[src/rtl/gpx_pkg.sv]
package gpx_pkg;
    localparam int NPINS = 9;
    localparam int BYTE_W = 8;
    localparam logic [7:0] ADDR_PU_LO   = 8'hF0;
    localparam logic [7:0] ADDR_PU_HI   = 8'hF1;
    localparam logic [7:0] ADDR_CTL_LO  = 8'hF2;
    localparam logic [7:0] ADDR_CTL_HI  = 8'hF3;
    localparam logic [7:0] ADDR_STAT_LO = 8'hF8;
    localparam logic [7:0] ADDR_STAT_HI = 8'hF9;
endpackage

[src/rtl/gpx_sync.sv]
module gpx_sync #(
    parameter int W      = 9,
    parameter int STAGES = 2
) (
    input  logic         clk,
    input  logic         rst_n,
    input  logic [W-1:0] d,
    output logic [W-1:0] q
);
    logic [W-1:0] stg [STAGES];

    always_ff @(posedge clk or negedge rst_n) begin
        if (!rst_n) stg[0] <= '0;
        else        stg[0] <= d;
    end

    for (genvar s = 1; s < STAGES; s++) begin : g_stage
        always_ff @(posedge clk or negedge rst_n) begin
            if (!rst_n) stg[s] <= '0;
            else        stg[s] <= stg[s-1];
        end
    end

    assign q = stg[STAGES-1];
endmodule

[src/rtl/gpx_pair_reg.sv]
module gpx_pair_reg #(
    parameter int               NBITS   = 9,
    parameter logic [7:0]       LO_ADDR = 8'hF0,
    parameter logic [7:0]       HI_ADDR = 8'hF1,
    parameter logic [NBITS-1:0] RST_VAL = '0
) (
    input  logic             clk,
    input  logic             rst_n,
    input  logic [7:0]       addr,
    input  logic [7:0]       wdata,
    input  logic             we,
    output logic [NBITS-1:0] q
);
    logic wr_lo, wr_hi;
    assign wr_lo = we && (addr == LO_ADDR);
    assign wr_hi = we && (addr == HI_ADDR);

    for (genvar i = 0; i < NBITS; i++) begin : g_bit
        logic bit_q;
        if (i < 8) begin : g_lo
            always_ff @(posedge clk or negedge rst_n) begin
                if (!rst_n)     bit_q <= RST_VAL[i];
                else if (wr_lo) bit_q <= wdata[i];
            end
        end else begin : g_hi
            always_ff @(posedge clk or negedge rst_n) begin
                if (!rst_n)     bit_q <= RST_VAL[i];
                else if (wr_hi) bit_q <= wdata[i-8];
            end
        end
        assign q[i] = bit_q;
    end
endmodule

[src/rtl/gpx_rdmux.sv]
module gpx_rdmux #(
    parameter int NPINS = 9
) (
    input  logic [7:0]       addr,
    input  logic [NPINS-1:0] pu,
    input  logic [NPINS-1:0] ctl,
    input  logic [NPINS-1:0] lvl,
    output logic [7:0]       rdata
);
    import gpx_pkg::*;
    localparam int PADW = 16 - NPINS;

    logic [15:0] pu16, ctl16, lvl16;
    assign pu16  = {{PADW{1'b0}}, pu};
    assign ctl16 = {{PADW{1'b0}}, ctl};
    assign lvl16 = {{PADW{1'b0}}, lvl};

    always_comb begin
        unique case (addr)
            ADDR_PU_LO:   rdata = pu16[7:0];
            ADDR_PU_HI:   rdata = pu16[15:8];
            ADDR_CTL_LO:  rdata = ctl16[7:0];
            ADDR_CTL_HI:  rdata = ctl16[15:8];
            ADDR_STAT_LO: rdata = lvl16[7:0];
            ADDR_STAT_HI: rdata = lvl16[15:8];
            default:      rdata = 8'h00;
        endcase
    end
endmodule

[src/rtl/gpx_bank.sv]
module gpx_bank #(
    parameter int NPINS       = gpx_pkg::NPINS,
    parameter int SYNC_STAGES = 2
) (
    input  logic             clk,
    input  logic             rst_n,
    input  logic [7:0]       reg_addr,
    input  logic [7:0]       reg_wdata,
    input  logic             reg_we,
    output logic [7:0]       reg_rdata,
    input  logic [NPINS-1:0] pin_level,
    output logic [NPINS-1:0] pin_drive_low,
    output logic [NPINS-1:0] pin_pullup_en
);
    import gpx_pkg::*;

    logic [NPINS-1:0] pu_q, ctl_q, lvl_q;

    gpx_pair_reg #(
        .NBITS(NPINS), .LO_ADDR(ADDR_PU_LO), .HI_ADDR(ADDR_PU_HI),
        .RST_VAL({NPINS{1'b0}})
    ) u_pu (
        .clk(clk), .rst_n(rst_n), .addr(reg_addr), .wdata(reg_wdata),
        .we(reg_we), .q(pu_q)
    );

    gpx_pair_reg #(
        .NBITS(NPINS), .LO_ADDR(ADDR_CTL_LO), .HI_ADDR(ADDR_CTL_HI),
        .RST_VAL({NPINS{1'b1}})
    ) u_ctl (
        .clk(clk), .rst_n(rst_n), .addr(reg_addr), .wdata(reg_wdata),
        .we(reg_we), .q(ctl_q)
    );

    gpx_sync #(.W(NPINS), .STAGES(SYNC_STAGES)) u_sync (
        .clk(clk), .rst_n(rst_n), .d(pin_level), .q(lvl_q)
    );

    gpx_rdmux #(.NPINS(NPINS)) u_rd (
        .addr(reg_addr), .pu(pu_q), .ctl(ctl_q), .lvl(lvl_q), .rdata(reg_rdata)
    );

    assign pin_drive_low = ~ctl_q;
    assign pin_pullup_en = pu_q;
endmodule

[config.mk]
export PLATFORM = sky130hd
export DESIGN_NAME = gpx_bank
export DESIGN_NICKNAME = d
export VERILOG_FILES = /design/src/rtl/gpx_pkg.sv /design/src/rtl/gpx_sync.sv /design/src/rtl/gpx_pair_reg.sv /design/src/rtl/gpx_rdmux.sv /design/src/rtl/gpx_bank.sv
export SDC_FILE = /design/constraint.sdc
export NUM_CORES = 1
export LEC_CHECK = 0
export ABC_AREA = 1
export BUFFER_PORTS_ARGS = -buffer_cell sky130_fd_sc_hd__buf_4
export CAP_MARGIN = 15
export CORE_MARGIN = 2
export CORE_UTILIZATION = 25
export DETAILED_ROUTE_END_ITERATION = 12
export GPL_ROUTABILITY_DRIVEN = 0
export PLACE_DENSITY_LB_ADDON = 0.2
export SETUP_SLACK_MARGIN = 0.15
export SKIP_CTS_REPAIR_TIMING = 1
export SLEW_MARGIN = 25
export SYNTH_ARGS = -nofsm -noshare
export SYNTH_HDL_FRONTEND = slang
export SYNTH_HIERARCHICAL = 1
export SYNTH_SLANG_ARGS = --single-unit
[constraint.sdc]
create_clock -name clk -period 1.3 [get_ports clk]
set_clock_uncertainty 0.05 [all_clocks]
set_input_delay 0.065 -clock clk [delete_from_list [all_inputs] [get_ports clk]]
set_output_delay 0.065 -clock clk [all_outputs]
set_load 0.02 [all_outputs]
==> impl_results.md, run 1 <==
- GR peak layer: met2
- P_int: ~2.1 mW
- Worst Path Required: between 1 and 1.5 ns
- Mapped Nets: approximately 260
- Grt met3 use: between 2 and 2.5%
- Core region area: between 8000 and 9000 um2
- Io pins: 54
- Commonest non-fill, non-tap cell in the layout: nand2_1
- Sw Share: around 24%
- Layout cell share with drive strength beyond 1: around 48%
- Vias after detailed routing: roughly 1,600
- First-pass detailed-route iteration total: 4
- Leak pwr: ~1.4 nW
- Critical path type: register to output pin
- Synthesis Warnings: 6
- Reg2reg start: u_ctl/g_bit[8].bit_q
- CTS max path bufs: 2
- Cells after Synth: 231
- WL/cell: 12.9 um
- Commonest cells after routing, fill and taps aside: nand2_1 (67), buf_4 (43), dfrtp_1 (27)
- Met2 Resource Use GR: about a fifth
- Max-Cap Viols: 0
- Unrepaired setup endpoints after global routing: true
- Drt drc: 0
- Status: finished, violations left
- # rows: 33
- PwrDens: between 900 and 1000 nW/um2
- CTS tree: yes
- Worst setup SP type: register
- Initial antenna violation count: 0
- Post-route ant nets: 0
- Final-stage net count: roughly 320
- Netlist cell types: 21
- Worst setup EP type: output pin
- Area Growth Syn to Fin: 40.4%
- Dpl ws: ~0.13 ns
- Seq. cell area: just over 900 um2
- Worst hold slack: -0.0201 ns
- Tcrit/Tclk final: 101%
- Largest net degree at the start of global routing: 37
- HP Start: reg_wdata[6]
- Num CTS Buffers: 5
- CTS Sinks: 36
- DR iter-0 viols: 84
- Sequential element share of the synthesized area: ~44%
- Tot GR Track Use: 11.8%
- Initial core utilization: 25.4%
- DIE HEIGHT: approximately 95 um
- Total gr overflow: 0
- Worst-path fanout max: 3
- Skew-Pair Late Insertion Delay: roughly 0.28 ns
- Type of the most critical hold path: input port to register
- Root Driver: clkbuf_8
- Final Max Slew Viols: 0
- CP arrival: 1.20 ns
- Vias per cell: roughly 4.1
- Psw: approximately 660 uW
- # diodes: 0
- Failing checks: negative hold slack, negative setup slack
- Fmax: approximately 760 MHz
- Final Critical Period: roughly 1.3 ns
- Final non-filler cell area: just under 3000 um2
- DRT Wirelength: between 5 and 6 mm
- Final setup fails: 1
- Chip width: ~95 um
- Vias in the first global route: around 1,500
- Clk network pwr share: around two fifths
- Total Die Area: around 9000 um2
- Reg power frac: between 40 and 50%
- Clock transition at path regs: ~0.070 ns
- Seq cells post-synth: 36
- Setup ws final: -0.0162 ns
- Relative slew slack: 69.8%
- Power share of the combinational group: 15.8%
- Area of the multi-input gates: approximately 850 um2
- Filler instances: a little under 900
- PortBufs: 53
- Mapped Area: slightly above 2000 um2
- DP HPWL: approximately 3.7 mm
- Global-route wire length before repair: just under 8 mm
- H-tree depth: 2
- Syn avg cell area: just under 9 um2
- Peak VDD IR: between 0.0004 and 0.0005 V
- Setup crit start: u_ctl/g_bit[0].bit_q
- Final Hold Fails: 1
- Tightest Pin Transition: about 0.45 ns
- Placed Instance Area: 2430 um2
- Met1 usage: roughly 16%
-- worst max-delay path, stage by stage (launching register included) --
cell     delay [ns]
dfstp_2        0.54
nand3_1        0.07
nand2_1        0.07
nor2_1         0.04
nand2_1        0.08
buf_6          0.12
-- flip-flops by register name, indices dropped and copies added, names as in the netlist --
register	count
u_pu/g_bit.bit_q	9
u_sync/q	9
u_sync/stg	9
u_ctl/g_bit.bit_q	9
-- metrics by stage --
stage	std cells	TNS [ns]	hold slack, ns	power [mW]	util (%)
after floorplan	231	0	-0.281	1.45	-
after global placement	366	0	0.00959	1.60	30.0
after detailed placement	366	0	0.00566	1.60	30.0
after CTS	374	-0.118	-0.309	2.69	31.6
after global routing	397	-0.216	0.0136	2.86	35.7
final	397	-0.0162	-0.0201	2.72	35.7
-- cell families (layout without fill, tap and decap cells) --
| logic type | after synthesis | count (layout) | synth area share, % |
|---|---|---|---|
| buffers and inverters | 55 | 116 | 15.8 |
| DFF | 36 | 36 | 44.4 |
| and+or+nand+nor | 140 | 140 | 39.8 |
-- worst paths after layout --
| path | end | slack, ns | depth (start not counted) |
|---|---|---|---|
| hold / removal | u_ctl/g_bit[6].bit_q | -0.02 | 3 |
| setup reg to reg | u_ctl/g_bit[8].bit_q | 0.46 | 3 |
| hold reg to reg | u_sync/q[8] | 0.30 | 0 |
| min in group asynchronous | u_sync/stg[14] | 0.22 | 2 |
| max in group asynchronous | u_ctl/g_bit[6].bit_q | 0.64 | 2 |
| setup / recovery | reg_rdata[0] | -0.02 | 5 |
-- layout make-up --
cell class	count	area share, %
multi-input combinational	140	29.4
timing repair buffer	83	26.7
sequential	36	31.6
tap	105	4.55
clock buffer	7	3.34
clock inverter	1	1.04
inverter	25	3.34
-- per-layer routing --
| metal | routed length, um | up-vias | share of wire [%] |
|---|---|---|---|
| met5 | 0 | - | 0 |
| met2 | 2560 | 26 | 50 |
| li1 | - | 827 | - |
| met4 | 59 | 0 | 1.2 |
| met1 | 2300 | 767 | 45 |
| met3 | 182 | 4 | 3.6 |
-- synth_stat cells --
master	n	area, um2
inv_1	13	48.8
nand2_4	2	22.5
buf_6	2	22.5
nor2_8	3	60.1
clkinv_1	1	3.75
nor2_4	7	78.8
nand2_2	7	43.8
nand2_1	67	251
dfstp_2	9	236
nor3_4	1	16.3
dfrtp_1	27	676
nand3_1	17	85.1
buf_2	1	5.00
nand3_2	5	50.1
buf_4	27	203
nand4_2	1	12.5
nor2_1	5	18.8
nand3_4	2	35.0
nand4_1	18	113
nor2_2	5	31.3
inv_2	11	41.3
-- power groups by stage --
stage                     registers (mW)  clock network, mW  logic, mW
final                               1.22               1.07      0.429
after floorplan                     1.22                  0      0.233
after detailed placement            1.24                  0      0.363
after global placement              1.24                  0      0.362
after global routing                1.22               1.16      0.469
after CTS                           1.22               1.10      0.364
Power figures use the tool's default switching activity.
==> inputs of run 2 (changes only) <==
--- a/constraint.sdc
+++ b/constraint.sdc
@@ -4,2 +4,2 @@
 set_output_delay 0.065 -clock clk [all_outputs]
-set_load 0.02 [all_outputs]
+set_load 0.005 [all_outputs]
==> run 2 against run 1 <==
Effect of this change: the flow finishes with violations (negative hold slack); critical path type unchanged; power shrank 14%; sequential cell count is the same; worst hold slack lost 0.0034 ns.
==> impl_results.md, run 2 (synthesis results as in run 1) <==
- DP Cell Count: 364 (-0.55%)
- Final Critical Period: 1.30 ns (-0.0181 ns)
- DP HPWL: 3.69 mm (+0.59%)
- # diodes: 0 (unchanged)
- Dpl ws: 0.103 ns (-0.0260 ns)
- WL/cell: 13.1 um (+1.9%)
- Root Driver: clkbuf_8
- Status: finished, violations left
- PortBufs: 53 (unchanged)
- Commonest cells after routing, fill and taps aside: nand2_1 (63), buf_4 (53), dfrtp_1 (27)
- Tcrit/Tclk final: 99.9% (-1.4 points)
- Non-Filler Instances: 391 (-1.5%)
- Area of the multi-input gates: 836 um2 (-1.5%)
- DRT Wirelength: 5.13 mm (+0.37%)
- Seq. cell area: 912 um2 (unchanged)
- Fmax: 770 MHz (+1.4%)
- Type of the most critical hold path: input port to register
- # rows: 33 (unchanged)
- Layout cell share with drive strength beyond 1: 45.8% (-2.1 points)
- Initial antenna violation count: 0 (unchanged)
- First-pass detailed-route iteration total: 4 (unchanged)
- Worst Path Required: 1.19 ns (about the same)
- Unrepaired setup endpoints after global routing: true
- Final-stage net count: 313 (-1.9%)
- Total Die Area: 8960 um2 (unchanged)
- CP arrival: 1.18 ns (-0.02 ns)
- Largest net degree at the start of global routing: 37 (unchanged)
- Post-route ant nets: 0 (unchanged)
- H-tree depth: 2 (unchanged)
- Final Hold Fails: 2 (+1)
- Io pins: 54 (unchanged)
- Initial core utilization: 25.4% (unchanged)
- Filler instances: 889 (+2.1%)
- Commonest non-fill, non-tap cell in the layout: nand2_1
- Final TNS setup: 0 ns (+0.0162 ns)
- Drt drc: 0 (unchanged)
- Vias per cell: 4.16 (+1.6%)
- Critical path type: register to output pin
- Leak pwr: 1.32 nW (-7.9%)
- Placed Instance Area: 2420 um2 (-0.62%)
- Setup ws final: 0.00190 ns (+0.0181 ns)
- Final core occ: 33.6% (-2.0 points)
- Vias after detailed routing: 1,625 (+0.062%)
- Worst setup SP type: register
- CTS Sinks: 36 (unchanged)
- Total gr overflow: 0 (unchanged)
- Tightest Pin Transition: 0.455 ns (+0.00198 ns)
- Worst-path fanout max: 3 (unchanged)
- Global-route wire length before repair: 8.34 mm (+6.0%)
- Final Max Slew Viols: 0 (unchanged)
- Final non-filler cell area: 2720 um2 (-5.7%)
- DR iter-0 viols: 94 (+12%)
- Clock transition at path regs: 0.07 ns (about the same)
- Final setup fails: 0 (-1)
- CTS max path bufs: 2 (unchanged)
- Vias in the first global route: 1,588 (+8.2%)
- Total power: 2.34 mW (-14%)
- Peak VDD IR: 0.000381 V (-21%)
- Max-Cap Viols: 0 (unchanged)
- Worst setup EP type: output pin
- Failing checks: negative hold slack
- Num CTS Buffers: 5 (unchanged)
- Chip width: 94.7 um (unchanged)
- PwrDens: 861 nW/um2 (-8.5%)
- CTS tree: yes
- Area Growth Syn to Fin: 32.5%
- Skew-Pair Late Insertion Delay: 0.28 ns (about the same)
- Tot GR Track Use: 12.2% (+0.47 points)
- Worst hold slack: -0.0235 ns (-0.00339 ns)
- DIE HEIGHT: 94.7 um (unchanged)
- Core region area: 8090 um2 (unchanged)
- Relative slew slack: 69.7% (-0.13 points)
-- run 2: cell types whose count changed in the layout (fill, tap and decap cells not counted), sizes merged --
cell | previous run | this run
buf | 67 | 62
bufinv | 1 | 0
clkinv | 1 | 2
dlygate4sd3 | 16 | 15
-- run 2: routing by layer --
layer  GRT usage [%]  wire (um)
met1            16.6       2330
met2            19.7       2520
met3            3.19        228
met4            2.54         44
met5               0          0
-- run 2: critical path, cell delays in order, from the launching register on --
cell and delay [ns]:
dfstp_2 0.55, nand3_2 0.08, nand2_2 0.08, nor2_2 0.04, nand2_2 0.07, buf_6 0.09
-- run 2: worst paths after layout --
| path | startpoint | endpoint | slack, ns | cells past startpoint |
|---|---|---|---|---|
| setup reg to reg | u_ctl/g_bit[1].bit_q | u_ctl/g_bit[1].bit_q | 0.44 | 3 |
| hold / removal | reg_wdata[6] | u_ctl/g_bit[6].bit_q | -0.02 | 3 |
| max in group asynchronous | rst_n | u_ctl/g_bit[4].bit_q | 0.62 | 2 |
| min in group asynchronous | rst_n | u_sync/stg[14] | 0.23 | 2 |
| setup / recovery | u_ctl/g_bit[0].bit_q | reg_rdata[0] | 0.002 | 5 |
| hold reg to reg | u_sync/stg[11] | u_sync/q[2] | 0.30 | 0 |
-- run 2: power by group --
| part | switching [mW] | leakage [nW] | internal, mW |
|---|---|---|---|
| Clock | 0.378 | 0.0422 | 0.376 |
| Sequential | 0.0324 | 0.427 | 1.19 |
| Combinational | 0.194 | 0.846 | 0.177 |
| Total | 0.605 | 1.32 | 1.74 |
-- run 2: cell type report --
class	instances	share of cell area, %
Timing Repair Buffer	77	24.5
Tap cell	105	4.83
Sequential cell	36	33.5
Clock inverter	1	0.184
Multi-Input combinational cell	140	30.7
Inverter	25	3.45
Clock buffer	7	2.80
==> inputs of run 3 (changes only) <==
CTS_BUF_LIST = sky130_fd_sc_hd__clkbuf_8   (was unset)
REMOVE_ABC_BUFFERS = 1   (was unset)
==> run 3 against run 2 <==
Effect of this change: the run ends with negative setup slack left; maximum frequency fell by 1.0%; register-to-register slack improved by 0.03 ns; die area did not move; power rose by 7.8%; first-iteration DRC count fell by 45%; critical path depth did not move; non-clock buffer count fell by 2; utilization rose by 0.093 points.
==> impl_results.md, run 3 (synthesis results as in run 1) <==
- Commonest cells after routing, fill and taps aside: nand2_1 (64), buf_4 (54), dfrtp_1 (27)
- Final Max Slew Viols: 0 (unchanged)
- Tot GR Track Use: 10.5% (-1.8 points)
- Worst setup SP type: register
- Worst Path Required: 1.19 ns (about the same)
- CTS tree: yes
- Num CTS Buffers: 5 (unchanged)
- Skew-Pair Late Insertion Delay: 0.27 ns (about the same)
- DP Cell Count: 362 (-0.55%)
- CTS Sinks: 36 (unchanged)
- Worst setup EP type: output pin
- Max-Cap Viols: 0 (unchanged)
- DR iter-0 viols: 52 (-45%)
- Final setup fails: 1 (+1)
- Failing checks: negative setup slack
- Final-stage net count: 311 (-0.64%)
- Total power: 2.53 mW (+7.8%)
- Clock transition at path regs: 0.07 ns (about the same)
- Unrepaired setup endpoints after global routing: true
- DRT Wirelength: 4.73 mm (-7.7%)
- Io pins: 54 (unchanged)
- Root Driver: clkbuf_8
- Total Die Area: 8960 um2 (unchanged)
- PwrDens: 926 nW/um2 (+7.5%)
- Leak pwr: 1.32 nW (+0.26%)
- PortBufs: 53 (unchanged)
- H-tree depth: 2 (unchanged)
- Post-route ant nets: 0 (unchanged)
- Core region area: 8090 um2 (unchanged)
- Vias per cell: 3.98 (-4.3%)
- Final Hold Fails: 0 (-2)
- Tcrit/Tclk final: 101% (+1.0 points)
- Worst-path cell chain: nand3_2, nand2_2, nor2_1, nand2_1, buf_4
- Peak VDD IR: 0.000442 V (+16%)
- Slowest cell on crit path: dfstp_2
- Vias in the first global route: 1,416 (-11%)
- CP arrival: 1.20 ns (+0.02 ns)
- WL/cell: 12.2 um (-7.2%)
- Relative slew slack: 70.0% (+0.36 points)
- CTS max path bufs: 2 (unchanged)
- Critical path type: register to output pin
- Fmax: 762 MHz (-1.0%)
- Initial core utilization: 25.4% (unchanged)
- Commonest non-fill, non-tap cell in the layout: nand2_1
- Worst-path fanout max: 3 (unchanged)
- Final TNS setup: -0.0115 ns (-0.0115 ns)
- CP top delay family: flip-flops
- Drt drc: 0 (unchanged)
- # diodes: 0 (unchanged)
- Status: finished, violations left
- Worst hold slack: 0.00816 ns (+0.0317 ns)
- DP HPWL: 3.61 mm (-2.2%)
- Non-Filler Instances: 389 (-0.51%)
- Setup ws final: -0.0115 ns (-0.0134 ns)
- Final Critical Period: 1.31 ns (+0.0134 ns)
- Largest net degree at the start of global routing: 37 (unchanged)
- Area Growth Syn to Fin: 32.8%
- # rows: 33 (unchanged)
- Tightest Pin Transition: 0.449 ns (-0.00540 ns)
- Global-route wire length before repair: 7.23 mm (-13%)
- First-pass detailed-route iteration total: 4 (unchanged)
- CP max stage delay: 0.56 ns (about the same)
- Chip width: 94.7 um (unchanged)
- Initial antenna violation count: 0 (unchanged)
- Buf/Inv on CP: 1 (unchanged)
- DIE HEIGHT: 94.7 um (unchanged)
- Final core occ: 33.7% (+0.093 points)
- Vias after detailed routing: 1,547 (-4.8%)
- Type of the most critical hold path: input port to register
- Total gr overflow: 0 (unchanged)
- Layout cell share with drive strength beyond 1: 44.0% (-1.8 points)
## run 3: metal layers
layer | share of wire [%] | GRT usage, % | vias up
li1 | - | - | 809
met1 | 47 | 14.7 | 705
met2 | 48 | 16.7 | 31
met3 | 4.2 | 2.47 | 2
met4 | 0.38 | 1.57 | 0
met5 | 0 | 0 | -
## run 3: worst reg2reg max path, cell delays in order (launching register included)
cell	delay, ns
dfstp_2	0.54
buf_6	0.09
nand2_1	0.04
nand2_1	0.06
## run 3: layout make-up
class,count,area [um2]
clock buffers,5,68.8
clock inverters,3,38.8
fillers,898,5360
inverters,25,93.8
multi-input cells,140,846
flip-flops and latches,36,912
well taps,105,131
repair buffers,75,638
## run 3: worst paths after layout
check | start | end | slack (ns) | cells after the start
setup / recovery | u_ctl/g_bit[8].bit_q | reg_rdata[0] | -0.01 | 5
hold / removal | reg_wdata[0] | u_ctl/g_bit[8].bit_q | 0.008 | 3
setup reg to reg | u_ctl/g_bit[1].bit_q | u_ctl/g_bit[1].bit_q | 0.47 | 3
hold reg to reg | u_sync/stg[13] | u_sync/q[4] | 0.30 | 0
max in group asynchronous | rst_n | u_ctl/g_bit[1].bit_q | 0.64 | 2
min in group asynchronous | rst_n | u_sync/q[6] | 0.23 | 2
## run 3: stage by stage
stage          setup slack [ns]  area, um2
2_1_floorplan             0.446       1820
3_3_place_gp              0.126       2390
3_5_place_dp              0.116       2390
4_1_cts                 -0.0593       2500
5_1_grt                 -0.0783       2730
6_report                -0.0115       2730
## run 3: where the power goes
group	leakage (nW)	internal, mW	total [mW]	switching [mW]
clock network	0.0593	0.561	0.948	0.387
logic	0.832	0.171	0.361	0.190
registers	0.427	1.19	1.22	0.0320
